--- src/rtl/dmahs_pkg.sv ---
package dmahs_pkg;

  typedef enum logic [2:0] {
    S_IDLE,
    S_REQ,
    S_ADDR,
    S_ACK,
    S_STROBE,
    S_RECOV,
    S_REL
  } seq_state_t;

  typedef struct packed {
    logic io_rd;
    logic io_wr;
    logic mem_rd;
    logic mem_wr;
  } strobe_set_t;

  // Fly-by pairing: device-to-memory reads the port and writes memory.
  function automatic strobe_set_t pair_strobes(input logic to_mem, input logic on);
    strobe_set_t s;
    s.io_rd  = on &  to_mem;
    s.mem_wr = on &  to_mem;
    s.mem_rd = on & ~to_mem;
    s.io_wr  = on & ~to_mem;
    return s;
  endfunction

  function automatic logic in_tenure(input seq_state_t st);
    return (st == S_ADDR) || (st == S_ACK) || (st == S_STROBE) || (st == S_RECOV);
  endfunction

endpackage

--- src/rtl/dmahs_xfer_track.sv ---
module dmahs_xfer_track #(
  parameter int ADDR_W = 16,
  parameter int CNT_W  = 8
) (
  input  logic              clk,
  input  logic              rst_n,
  input  logic              load,
  input  logic              advance,
  input  logic [ADDR_W-1:0] cfg_addr,
  input  logic [CNT_W-1:0]  cfg_count,
  output logic [ADDR_W-1:0] addr_q,
  output logic              last_xfer,
  output logic              count_left
);

  logic [CNT_W-1:0] remain_q;

  function automatic logic [ADDR_W-1:0] step_addr(input logic [ADDR_W-1:0] a);
    return a + {{(ADDR_W-1){1'b0}}, 1'b1};
  endfunction

  function automatic logic [CNT_W-1:0] step_count(input logic [CNT_W-1:0] c);
    return (c == '0) ? '0 : c - {{(CNT_W-1){1'b0}}, 1'b1};
  endfunction

  always_ff @(posedge clk) begin
    if (!rst_n) begin
      addr_q   <= '0;
      remain_q <= '0;
    end else if (load) begin
      addr_q   <= cfg_addr;
      remain_q <= cfg_count;
    end else if (advance) begin
      addr_q   <= step_addr(addr_q);
      remain_q <= step_count(remain_q);
    end
  end

  assign last_xfer  = (remain_q == {{(CNT_W-1){1'b0}}, 1'b1});
  assign count_left = (remain_q != '0);

endmodule

--- src/rtl/dmahs_strobe_timer.sv ---
module dmahs_strobe_timer #(
  parameter int STROBE_CLKS = 2
) (
  input  logic clk,
  input  logic rst_n,
  input  logic run,
  output logic expire
);

  localparam int TW = (STROBE_CLKS < 2) ? 1 : $clog2(STROBE_CLKS + 1);
  localparam logic [TW-1:0] LAST = TW'(STROBE_CLKS - 1);

  logic [TW-1:0] cnt_q;

  always_ff @(posedge clk) begin
    if (!rst_n)   cnt_q <= '0;
    else if (run) cnt_q <= cnt_q + {{(TW-1){1'b0}}, 1'b1};
    else          cnt_q <= '0;
  end

  assign expire = run && (cnt_q == LAST);

endmodule

--- src/rtl/dmahs_seq_fsm.sv ---
module dmahs_seq_fsm
  import dmahs_pkg::*;
(
  input  logic       clk,
  input  logic       rst_n,
  input  logic       dreq,
  input  logic       hold_grant,
  input  logic       cfg_nonzero,
  input  logic       strobe_expire,
  input  logic       count_left,
  output seq_state_t state_q,
  output logic       load,
  output logic       advance
);

  seq_state_t state_d;

  always_comb begin
    state_d = state_q;
    load    = 1'b0;
    advance = 1'b0;
    unique case (state_q)
      S_IDLE:   if (dreq && cfg_nonzero) begin
                  state_d = S_REQ;
                  load    = 1'b1;
                end
      S_REQ:    if (hold_grant) state_d = S_ADDR;
      S_ADDR:   state_d = S_ACK;
      S_ACK:    state_d = S_STROBE;
      S_STROBE: if (strobe_expire) begin
                  state_d = S_RECOV;
                  advance = 1'b1;
                end
      S_RECOV:  state_d = (dreq && count_left) ? S_ADDR : S_REL;
      S_REL:    if (!hold_grant) state_d = S_IDLE;
      default:  state_d = S_IDLE;
    endcase
  end

  always_ff @(posedge clk) begin
    if (!rst_n) state_q <= S_IDLE;
    else        state_q <= state_d;
  end

endmodule

--- src/rtl/dma_handshake_seq.sv ---
module dma_handshake_seq
  import dmahs_pkg::*;
#(
  parameter int ADDR_W      = 16,
  parameter int CNT_W       = 8,
  parameter int STROBE_CLKS = 2
) (
  input  logic              clk,
  input  logic              rst_n,
  input  logic              dreq,
  input  logic              hold_grant,
  input  logic              to_mem,
  input  logic [ADDR_W-1:0] cfg_addr,
  input  logic [CNT_W-1:0]  cfg_count,
  output logic              hold_req,
  output logic              bus_aen,
  output logic              addr_latch,
  output logic              dev_ack,
  output logic [ADDR_W-1:0] mem_addr,
  output logic              io_rd,
  output logic              io_wr,
  output logic              mem_rd,
  output logic              mem_wr,
  output logic              tc
);

  seq_state_t        state_q;
  logic              load, advance, strobe_expire;
  logic              last_xfer, count_left;
  logic [ADDR_W-1:0] addr_q;
  logic              dir_q;
  strobe_set_t       stb;

  // named events for the checker
  logic strobe_on;
  logic tenure_on;

  dmahs_seq_fsm u_fsm (
    .clk(clk), .rst_n(rst_n), .dreq(dreq), .hold_grant(hold_grant),
    .cfg_nonzero(cfg_count != '0), .strobe_expire(strobe_expire),
    .count_left(count_left), .state_q(state_q), .load(load), .advance(advance)
  );

  dmahs_xfer_track #(.ADDR_W(ADDR_W), .CNT_W(CNT_W)) u_track (
    .clk(clk), .rst_n(rst_n), .load(load), .advance(advance),
    .cfg_addr(cfg_addr), .cfg_count(cfg_count), .addr_q(addr_q),
    .last_xfer(last_xfer), .count_left(count_left)
  );

  dmahs_strobe_timer #(.STROBE_CLKS(STROBE_CLKS)) u_timer (
    .clk(clk), .rst_n(rst_n), .run(strobe_on), .expire(strobe_expire)
  );

  always_ff @(posedge clk) begin
    if (!rst_n)    dir_q <= 1'b0;
    else if (load) dir_q <= to_mem;
  end

  assign strobe_on  = (state_q == S_STROBE);
  assign tenure_on  = in_tenure(state_q);
  assign stb        = pair_strobes(dir_q, strobe_on);

  assign hold_req   = tenure_on || (state_q == S_REQ);
  assign bus_aen    = tenure_on;
  assign addr_latch = tenure_on;
  assign dev_ack    = (state_q == S_ACK) || strobe_on;
  assign mem_addr   = tenure_on ? addr_q : '0;
  assign io_rd      = stb.io_rd;
  assign io_wr      = stb.io_wr;
  assign mem_rd     = stb.mem_rd;
  assign mem_wr     = stb.mem_wr;
  assign tc         = strobe_on && last_xfer;

endmodule

--- config.mk ---
export PLATFORM = sky130hd
export DESIGN_NAME = dma_handshake_seq
export DESIGN_NICKNAME = d
export VERILOG_FILES = /design/src/rtl/dmahs_pkg.sv /design/src/rtl/dmahs_xfer_track.sv /design/src/rtl/dmahs_strobe_timer.sv /design/src/rtl/dmahs_seq_fsm.sv /design/src/rtl/dma_handshake_seq.sv
export SDC_FILE = /design/constraint.sdc
export NUM_CORES = 1
export LEC_CHECK = 0
export BUFFER_PORTS_ARGS = -buffer_cell sky130_fd_sc_hd__buf_2
export CORE_MARGIN = 3
export CORE_UTILIZATION = 45
export DETAILED_ROUTE_END_ITERATION = 10
export PLACE_DENSITY = 0.74
export SYNTH_ARGS = -nofsm -noshare
export SYNTH_HDL_FRONTEND = slang
export SYNTH_SLANG_ARGS = --single-unit
--- constraint.sdc ---
create_clock -name clk -period 1.8 [get_ports clk]
set_clock_uncertainty 0.1 [all_clocks]
set_input_delay 0.09 -clock clk [delete_from_list [all_inputs] [get_ports clk]]
set_output_delay 0.09 -clock clk [all_outputs]
set_load 0.01 [all_outputs]
==> flow_summary.yaml, run 1 <==
synthesis:
  synth_seq_cells: 30
  synth_seq_area_share_pct: 32.1
  syn_nets: 274
  synthAdderAreaFrac_pct: 3.34
  ys.warnings.count: 0
  synthesis.area_um2: 1870
  yosys-mux-area-fraction_pct: 2.14
  synth_top_family_by_area: "simple AND/OR/NAND/NOR gates"
  syn_inst: 240
  synth-compound-area-share_pct: 22.2
  synth-async-reset-ratio_pct: 0
  yosys.area_share.simple_pct: 27.1
  synth_area_per_cell_um2: 7.80
  synth_xor_area_share_pct: 5.14
  synth_edf_count: 0
  ys_types: 46
  synth_top_flop_cell: "dfxtp_1"
worst_setup_path:
  end_kind: "register"
  worstReg2RegEnd: "u_track.addr_q[15]"
  crit_arrival_ns: 1.85
  reg2regPathDepth: 5
  crit_required_ns: 1.92
  path_cells: "ha_2, nand4bb_1, or3_4, or3_1, a31oi_1"
  cp_max_fo: 4
  critPathBufInv: 0
  rrSetupSlack_ns: 0.07
  critPathKind: "reg -> reg"
  crit_slowest_cell: "or3_4"
  cp_top_family: "simple AND/OR/NAND/NOR gates"
  cp.depth: 5
  timing.rr.start: "u_timer.cnt_q[0]"
  critPathLaunchType: "register"
  slowest_delay_ns: 0.40
layout:
  area_growth_pct: 35.0
  nFillCells: 323
  num-nets-final: 349
  drive_above_1_share_pct: 32.6
  area.sequential_um2: 609
  utilization_pct: 66.1
  multi_input_area_um2: 1170
  n_antenna_cell: 0
global_route:
  grt_pass1_vias: 1824
  grt_max_degree: 28
  overflow: 0
  grt_pass1_wl_um: 8230
  grt_usage_pct: 20.9
  antenna_found_initial: 0
placed_design:
  io_buffers: 53
  gp_congestion: 0.906
  hpwl_um: 3430
  preCtsSetupSlack_ns: 0.00573
pwr:
  swShare_pct: 32.6
  leakage_nw: 1.08
  combPwrFrac_pct: 28.4
  peakVddDrop_mv: 0.420
  p_seq_share_pct: 42.2
  intPower_mw: 1.33
  power.density_nw_per_um2: 780
  p_clk_share_pct: 29.4
  power.switching_mw: 0.642
run_status:
  status: "finished, violations left"
  violations: "negative hold slack"
sta:
  fin_tns_setup_ns: 0
  finalHoldViolCount: 1
  fmax_mhz: 578
  timing.final.crit_share_pct: 96.2
  slew_headroom_pct: 68.6
  hold_ws_ns: -0.00128
  fin_crit_ns: 1.73
  setup_ws_ns: 0.0692
  tightest_slew_ns: 0.471
  finalSetupViolations: 0
  finalMaxSlewViolations: 0
drt:
  wirelength_met1_um: 2380
  dr.first_iter.drc_count: 143
  wl_um: 5190
  firstDrtPassIters: 4
  highest_layer: "met4"
  met3_length_um: 280
  postRouteAntennaNets: 0
  wl_per_cell_um: 14.3
  viasPerCell: 5.47
  drt_drc_violations_left: 0
  vias: 1992
  route.met2.wl_um: 2410
hold_path:
  worstHoldPathType: "in -> reg"
  hold_start: "cfg_addr[1]"
  whs_path_depth: 3
  min_to: "u_track.addr_q[1]"
floorplanning:
  die_h_um: 70.5
  fp.dieW_um: 70.5
  io_pins: 54
  dieArea_um2: 4970
  rows: 22
  start_util_pct: 49.0
  core_area_um2: 3830
clock_network:
  clkSlewWorstSetupHoldPaths_ns: 0.07
  cts.sinks: 30
  max-clock-path-buffers: 2
  htreeDepth: 2
  root_buffer: "clkbuf_8"
  cts-buffers-inserted: 5
  cts_tree: "yes"
  clk-insertion-delay-late_ns: 0.29
flow_run:
  drv_cap: 0
## layer usage
| layer | vias to the layer above | track usage (%) |
|---|---|---|
| met5 | - | 0 |
| li1 | 1016 | - |
| met2 | 64 | 32.4 |
| met4 | 0 | 11.5 |
| met1 | 902 | 26.5 |
| met3 | 10 | 4.89 |
## stage by stage
step	std cells	total power, mW	instance area, µm²
finish	364	1.97	2530
global route	364	2.09	2530
CTS	362	1.94	2460
detailed placement	343	1.34	2260
global placement	343	1.33	2260
floorplan	240	1.15	1870
## placed cells by master, fill, tap and decap left out, types with 4 or more instances in the layout
cell and count:
buf_4 21, nor2_1 12, buf_2 53, nor4_1 6
and2_1 17, clkbuf_8 6, dlygate4sd3_1 11, dfxtp_1 23
o21ai_0 26, mux2i_1 4, nand4_1 4, nand2_1 14
dfxtp_2 7, ha_1 4, nor3_1 5, a21oi_1 19
xnor2_1 9, nand3_1 7, inv_1 13, a31oi_1 9
## power groups by stage
stage / logic [mW] / clock network, mW / registers (mW)
after global placement: 0.493 / 0 / 0.833
after CTS: 0.524 / 0.591 / 0.821
after global routing: 0.622 / 0.624 / 0.845
final: 0.561 / 0.579 / 0.832
after detailed placement: 0.502 / 0 / 0.836
after floorplan: 0.330 / 0 / 0.816
## how the worst max path moves through the flow
stage / start / to / slack, ns
5_1_grt: u_track.remain_q[6] / tc / -0.01
2_1_floorplan: u_track.remain_q[0] / u_fsm.state_q[2] / 0.06
6_report: u_timer.cnt_q[0] / u_track.addr_q[15] / 0.07
3_3_place_gp: u_timer.cnt_q[0] / u_track.addr_q[15] / 0.06
3_5_place_dp: u_track.remain_q[0] / u_track.remain_q[6] / 0.006
4_1_cts: u_track.remain_q[4] / tc / 0.004
## registers in the layout, indices dropped and copies added (netlist names)
signal / cells
u_timer.cnt_q: 2
u_track.remain_q: 8
dir_q: 1
u_track.addr_q: 16
u_fsm.state_q: 3
## kinds of logic after synthesis
kind of cell,after synthesis
AND/OR/NAND/NOR,89
AO/OA/AOI/OAI,70
buffers and inverters,31
flip-flops,30
XOR/XNOR,11
adder cells (fa/ha/maj),5
multiplexers,4
## repair_timing
action | in CTS | in global routing
resized for setup | 0 | 16
hold buffers | 11 | 0
hold endpoints to repair | 11 | 0
buffers inserted | 0 | 2
endpoints found under the setup margin | 0 | 22
## final cells by class
type | instances | area share, %
Clock inverter | 1 | 0.198
Multi-Input combinational cell | 179 | 46.1
Sequential cell | 30 | 24.1
Clock buffer | 7 | 3.41
Timing Repair Buffer | 86 | 21.9
Inverter | 13 | 1.93
Tap cell | 48 | 2.38
## worst reg2reg max path: stages (launching register included)
cell and delay, ns:
dfxtp_1 0.35, ha_2 0.20, nand4bb_1 0.12, or3_4 0.40
or3_1 0.35, a31oi_1 0.14
## synth_stat cells, types with 7 or more instances
master   number  area share, %
and2_1       17            5.7
inv_1        13            2.6
a31oi_1       9            3.0
dfxtp_1      30             32
nand3_1       8            2.1
nor2_1       12            2.4
nand2_1      15            3.0
o21ai_0      26            6.9
buf_4         7            2.8
a21oi_1      20            5.3
nor4_1        7            2.3
xnor2_1       9            4.2
No activity file was read; power rests on OpenSTA's default activity.
==> inputs of run 2 (changes only) <==
- PLACE_DENSITY: 0.74 -> 0.71
- clock period: 1.8 -> 1.9 ns (I/O delays scaled with it)
==> flow_summary.yaml, run 2 (same netlist as run 1, synthesis figures left out) <==
run_status:
  status: "finished, violations left"
  violations: "negative hold slack"
layout:
  top_register: "u_track.addr_q"
  reg.largest.list: "u_track.addr_q: 16 flops, u_track.remain_q: 8 flops, u_fsm.state_q: 3 flops"
  num-nets-final: 342
  largest_register_ffs: 16
  mostFrequentLayoutCell: "buf_2"
  mostFrequentLayoutCells: "buf_2, dfxtp_1, o21ai_0"
  drive_above_1_share_pct: 28.0
  stdcell_count: 355
  area_growth_pct: 31.9
  stdcell_area_um2: 2470
  n_antenna_cell: 0
  nFillCells: 363
clock_network:
  max-clock-path-buffers: 2
  cts.sinks: 30
  htreeDepth: 2
  cts_tree: "yes"
  clkSlewWorstSetupHoldPaths_ns: 0.06
  cts-buffers-inserted: 5
  root_buffer: "clkbuf_8"
  clk-insertion-delay-late_ns: 0.29
drt:
  wl_um: 4970
  viasPerCell: 5.64
  dr.first_iter.drc_count: 105
  firstDrtPassIters: 4
  drt_drc_violations_left: 0
  postRouteAntennaNets: 0
  vias: 2003
  wl_per_cell_um: 14.0
placed_design:
  gp_congestion: 0.884
  io_buffers: 53
  preCtsSetupSlack_ns: 0.0895
  dpl-instance-area_um2: 2260
  dp_cells: 339
  hpwl_um: 3500
flow_run:
  drv_cap: 0
worst_setup_path:
  crit_arrival_ns: 1.93
  crit_slowest_cell: "dfxtp_1"
  end_kind: "register"
  crit_required_ns: 2.02
  slowest_delay_ns: 0.49
  path_cells: "nand4bb_1, or3_4, or3_1, a31oi_1"
  cp_max_fo: 7
  critPathLaunchType: "register"
  critPathKind: "reg -> reg"
sta:
  setup_ws_ns: 0.0832
  hold_ws_ns: -0.00152
  tightest_slew_ns: 0.525
  finalMaxSlewViolations: 0
  fmax_mhz: 550
  finalSetupViolations: 0
  slew_headroom_pct: 64.7
  finalHoldViolCount: 2
  timing.final.crit_share_pct: 95.6
  fin_crit_ns: 1.82
global_route:
  grt_pass1_wl_um: 8260
  antenna_found_initial: 0
  grt_pass1_vias: 1783
  overflow: 0
  grt_max_degree: 28
  grt_usage_pct: 20.5
floorplanning:
  core_area_um2: 3830
  die_h_um: 70.5
  start_util_pct: 49.0
  dieArea_um2: 4970
  fp.dieW_um: 70.5
  rows: 22
  io_pins: 54
pwr:
  peakVddDrop_mv: 0.461
  leakage_nw: 1.05
  power.density_nw_per_um2: 730
hold_path:
  worstHoldPathType: "in -> reg"
==> run 2: cell count changes in the layout (fill, tap and decap cells not counted), moves of 2 or more <==
cell and change:
buf_12 +2, dfxtp_2 -7, dfxtp_1 +7, buf_4 -8
==> run 2: area by class of cell <==
cell class | count | area [µm²] | share of cell area (%)
clock buffers | 6 | 82.6 | 3.34
inverters | 13 | 48.8 | 1.97
multi-input cells | 179 | 1160 | 46.8
flip-flops and latches | 30 | 601 | 24.3
well taps | 48 | 60.1 | 2.43
repair buffers | 79 | 523 | 21.2
==> run 2: worst paths after layout <==
| check | startpoint | end | slack [ns] | cells past startpoint |
|---|---|---|---|---|
| max | u_fsm.state_q[2] | u_track.addr_q[15] | 0.08 | 4 |
| min | cfg_addr[6] | u_track.addr_q[6] | -0.002 | 3 |
| max reg2reg | u_fsm.state_q[2] | u_track.addr_q[15] | 0.08 | 4 |
| min reg2reg | u_timer.cnt_q[0] | u_timer.cnt_q[0] | 0.33 | 1 |
==> run 2: power by group <==
part / internal [mW] / switching (mW)
Clock: 0.279 / 0.231
Sequential: 0.701 / 0.0907
Combinational: 0.247 / 0.256
==> run 2: critical path: cells and delay by family (launching register included) <==
family | cells | cell delay, ns
AND/OR/NAND/NOR | 3 | 1.00
flip-flops | 1 | 0.49
AO/OA/AOI/OAI | 1 | 0.15
==> run 2: stage by stage <==
stage / setup TNS (ns) / utilization (%) / power (mW)
after floorplan: 0 / - / 1.09
after global placement: 0 / 59.0 / 1.26
after detailed placement: 0 / 59.0 / 1.27
after CTS: 0 / 63.7 / 1.79
after global routing: -0.00834 / 64.6 / 1.91
final: 0 / 64.6 / 1.80
==> run 2: metal layers <==
| layer | wire (µm) | track usage, % |
|---|---|---|
| met1 | 2260 | 25.4 |
| met2 | 2380 | 33.7 |
| met3 | 247 | 6.33 |
| met4 | 87 | 7.02 |
| met5 | 0 | 0 |
==> run 2: timing repair <==
action                                 CTS  global route
resized for setup                        0             6
endpoints found under the hold margin   10             0
setup endpoints to repair                0            19
buffers inserted                         0             0
hold buffers                            10             0
==> inputs of run 3 (changes only) <==
- CORE_UTILIZATION: 45 -> 52
- MAX_ROUTING_LAYER: default -> met4
- PLACE_DENSITY: 0.71 -> 0.8
==> flow_summary.yaml, run 3 (same netlist as run 1, synthesis figures left out) <==
placed_design:
  io_buffers: 53
  gp_congestion: 0.886
  dp_cells: 335
  hpwl_um: 3150
clock_network:
  clk-insertion-delay-late_ns: 0.34
  cts.sinks: 30
  clkSlewWorstSetupHoldPaths_ns: 0.11
  cts_tree: "yes"
  root_buffer: "clkbuf_4"
  max-clock-path-buffers: 2
  htreeDepth: 2
  cts-buffers-inserted: 5
run_status:
  status: "finished, violations left"
  violations: "negative hold slack"
hold_path:
  whs_path_depth: 3
  min_to: "u_track.remain_q[6]"
  worstHoldPathType: "in -> reg"
  hold_start: "cfg_count[6]"
layout:
  area_growth_pct: 39.2
  drive_above_1_share_pct: 28.7
  area.sequential_um2: 603
  stdcell_count: 366
  reg.largest.list: "u_track.addr_q: 16 flops, u_track.remain_q: 8 flops, u_fsm.state_q: 3 flops"
  mostFrequentLayoutCells: "buf_2, dfxtp_1, o21ai_0"
  multi_input_area_um2: 1170
  mostFrequentLayoutCell: "buf_2"
  num-nets-final: 353
  top_register: "u_track.addr_q"
  utilization_pct: 76.9
  n_antenna_cell: 0
  nFillCells: 238
  largest_register_ffs: 16
global_route:
  antenna_found_initial: 0
  grt_usage_pct: 24.5
  grt_pass1_wl_um: 8050
  grt_max_degree: 49
  grt_pass1_vias: 1758
  overflow: 0
worst_setup_path:
  cp.depth: 5
  cp_top_family: "simple AND/OR/NAND/NOR gates"
  critPathKind: "reg -> out"
  reg2regPathDepth: 6
  cp_max_fo: 6
  worstReg2RegEnd: "u_track.addr_q[10]"
  timing.rr.start: "u_timer.cnt_q[0]"
  critPathBufInv: 2
  crit_required_ns: 1.70
  crit_arrival_ns: 1.65
  crit_slowest_cell: "dfxtp_2"
  path_cells: "nor3_1, buf_4, nand3_1, nor4bb_2, buf_2"
  end_kind: "output port"
  critPathLaunchType: "register"
  slowest_delay_ns: 0.35
  rrSetupSlack_ns: 0.05
drt:
  wl_per_cell_um: 16.1
  wl_um: 5900
  postRouteAntennaNets: 0
  firstDrtPassIters: 5
  vias: 2139
  drt_drc_violations_left: 0
  viasPerCell: 5.84
  dr.first_iter.drc_count: 273
sta:
  grt_setup_unrepaired: "yes"
  fin_crit_ns: 1.85
  tightest_slew_ns: 0.450
  timing.final.crit_share_pct: 97.3
  slew_headroom_pct: 69.8
  fmax_mhz: 541
  hold_ws_ns: -0.00454
  finalMaxSlewViolations: 0
  finalHoldViolCount: 1
  finalSetupViolations: 0
pwr:
  leakage_nw: 1.12
  peakVddDrop_mv: 0.410
  p_total_mw: 1.80
  power.density_nw_per_um2: 691
floorplanning:
  fp.dieW_um: 66.0
  start_util_pct: 55.3
  io_pins: 54
  core_area_um2: 3390
  die_h_um: 66.0
  rows: 21
  dieArea_um2: 4360
flow_run:
  drv_cap: 0
==> run 3: changes by cell type in the layout (fill, tap and decap cells not counted), moves of 2 or more <==
| cell | delta |
|---|---|
| clkbuf_16 | +3 |
| clkbuf_4 | +5 |
| clkbuf_8 | -5 |
| dfxtp_1 | -2 |
| dfxtp_2 | +2 |
| dlygate4sd3_1 | +9 |
| nor3_1 | +2 |
| nor3_2 | -2 |
| or4_1 | -2 |
| or4_4 | +2 |
==> run 3: power by group <==
group          internal [mW]  leakage (nW)  total (mW)  switching, mW
clock                  0.179        0.0353       0.428          0.248
sequential             0.700         0.248       0.790         0.0897
combinational          0.298         0.832       0.585          0.287
total                   1.18          1.12        1.80          0.625
==> run 3: how the worst max path moves through the flow <==
| stage | slack (ns) | start | endpoint |
|---|---|---|---|
| 2_1_floorplan | 0.16 | u_track.remain_q[0] | u_fsm.state_q[2] |
| 3_3_place_gp | 0.18 | cfg_count[3] | u_track.addr_q[1] |
| 3_5_place_dp | 0.14 | cfg_count[3] | u_track.addr_q[1] |
| 4_1_cts | 0.01 | u_fsm.state_q[1] | tc |
| 5_1_grt | -0.05 | u_track.remain_q[4] | tc |
| 6_report | 0.05 | u_track.remain_q[4] | tc |
==> run 3: area by class of cell <==
type / count / area share [%]
Multi-Input combinational cell: 179 / 44.9
Timing Repair Buffer: 90 / 25.6
Sequential cell: 30 / 23.1
Tap cell: 46 / 2.21
Clock buffer: 7 / 2.11
Inverter: 13 / 1.87
Clock inverter: 1 / 0.192
==> run 3: worst register-to-register path: cells and delay by family, from the launching register on <==
kind	cells	cell delay, ns
compound gates	1	0.09
fa+ha+maj	1	0.20
xor+xnor	1	0.18
simple gates	2	0.58
buf+inv	1	0.23
flops	1	0.37
==> run 3: metrics by stage <==
step	cell area, µm²	TNS (ns)	worst slack, ns
floorplan	1870	0	0.165
global placement	2210	0	0.184
detailed placement	2210	0	0.138
CTS	2470	0	0.0144
global route	2610	-0.0699	-0.0458
finish	2610	0	0.0511
==> run 3: repair_timing <==
| action | in CTS | in global routing |
|---|---|---|
| hold endpoints to repair | 19 | 0 |
| hold buffers | 19 | 0 |
| pin swaps | 0 | 3 |
| gates resized for setup | 2 | 9 |
| setup endpoints to repair | 1 | 16 |
| buffers inserted | 0 | 1 |
| gates cloned | 0 | 3 |
==> run 3: per-layer routing <==
metal / track usage [%] / part of all wire (%) / vias to the layer above
met4: 8.88 / 1.7 / 0
met3: 4.42 / 7.6 / 11
met2: 41.2 / 49 / 101
met1: 29.4 / 41 / 999
met5: - / 0 / -
li1: - / - / 1028
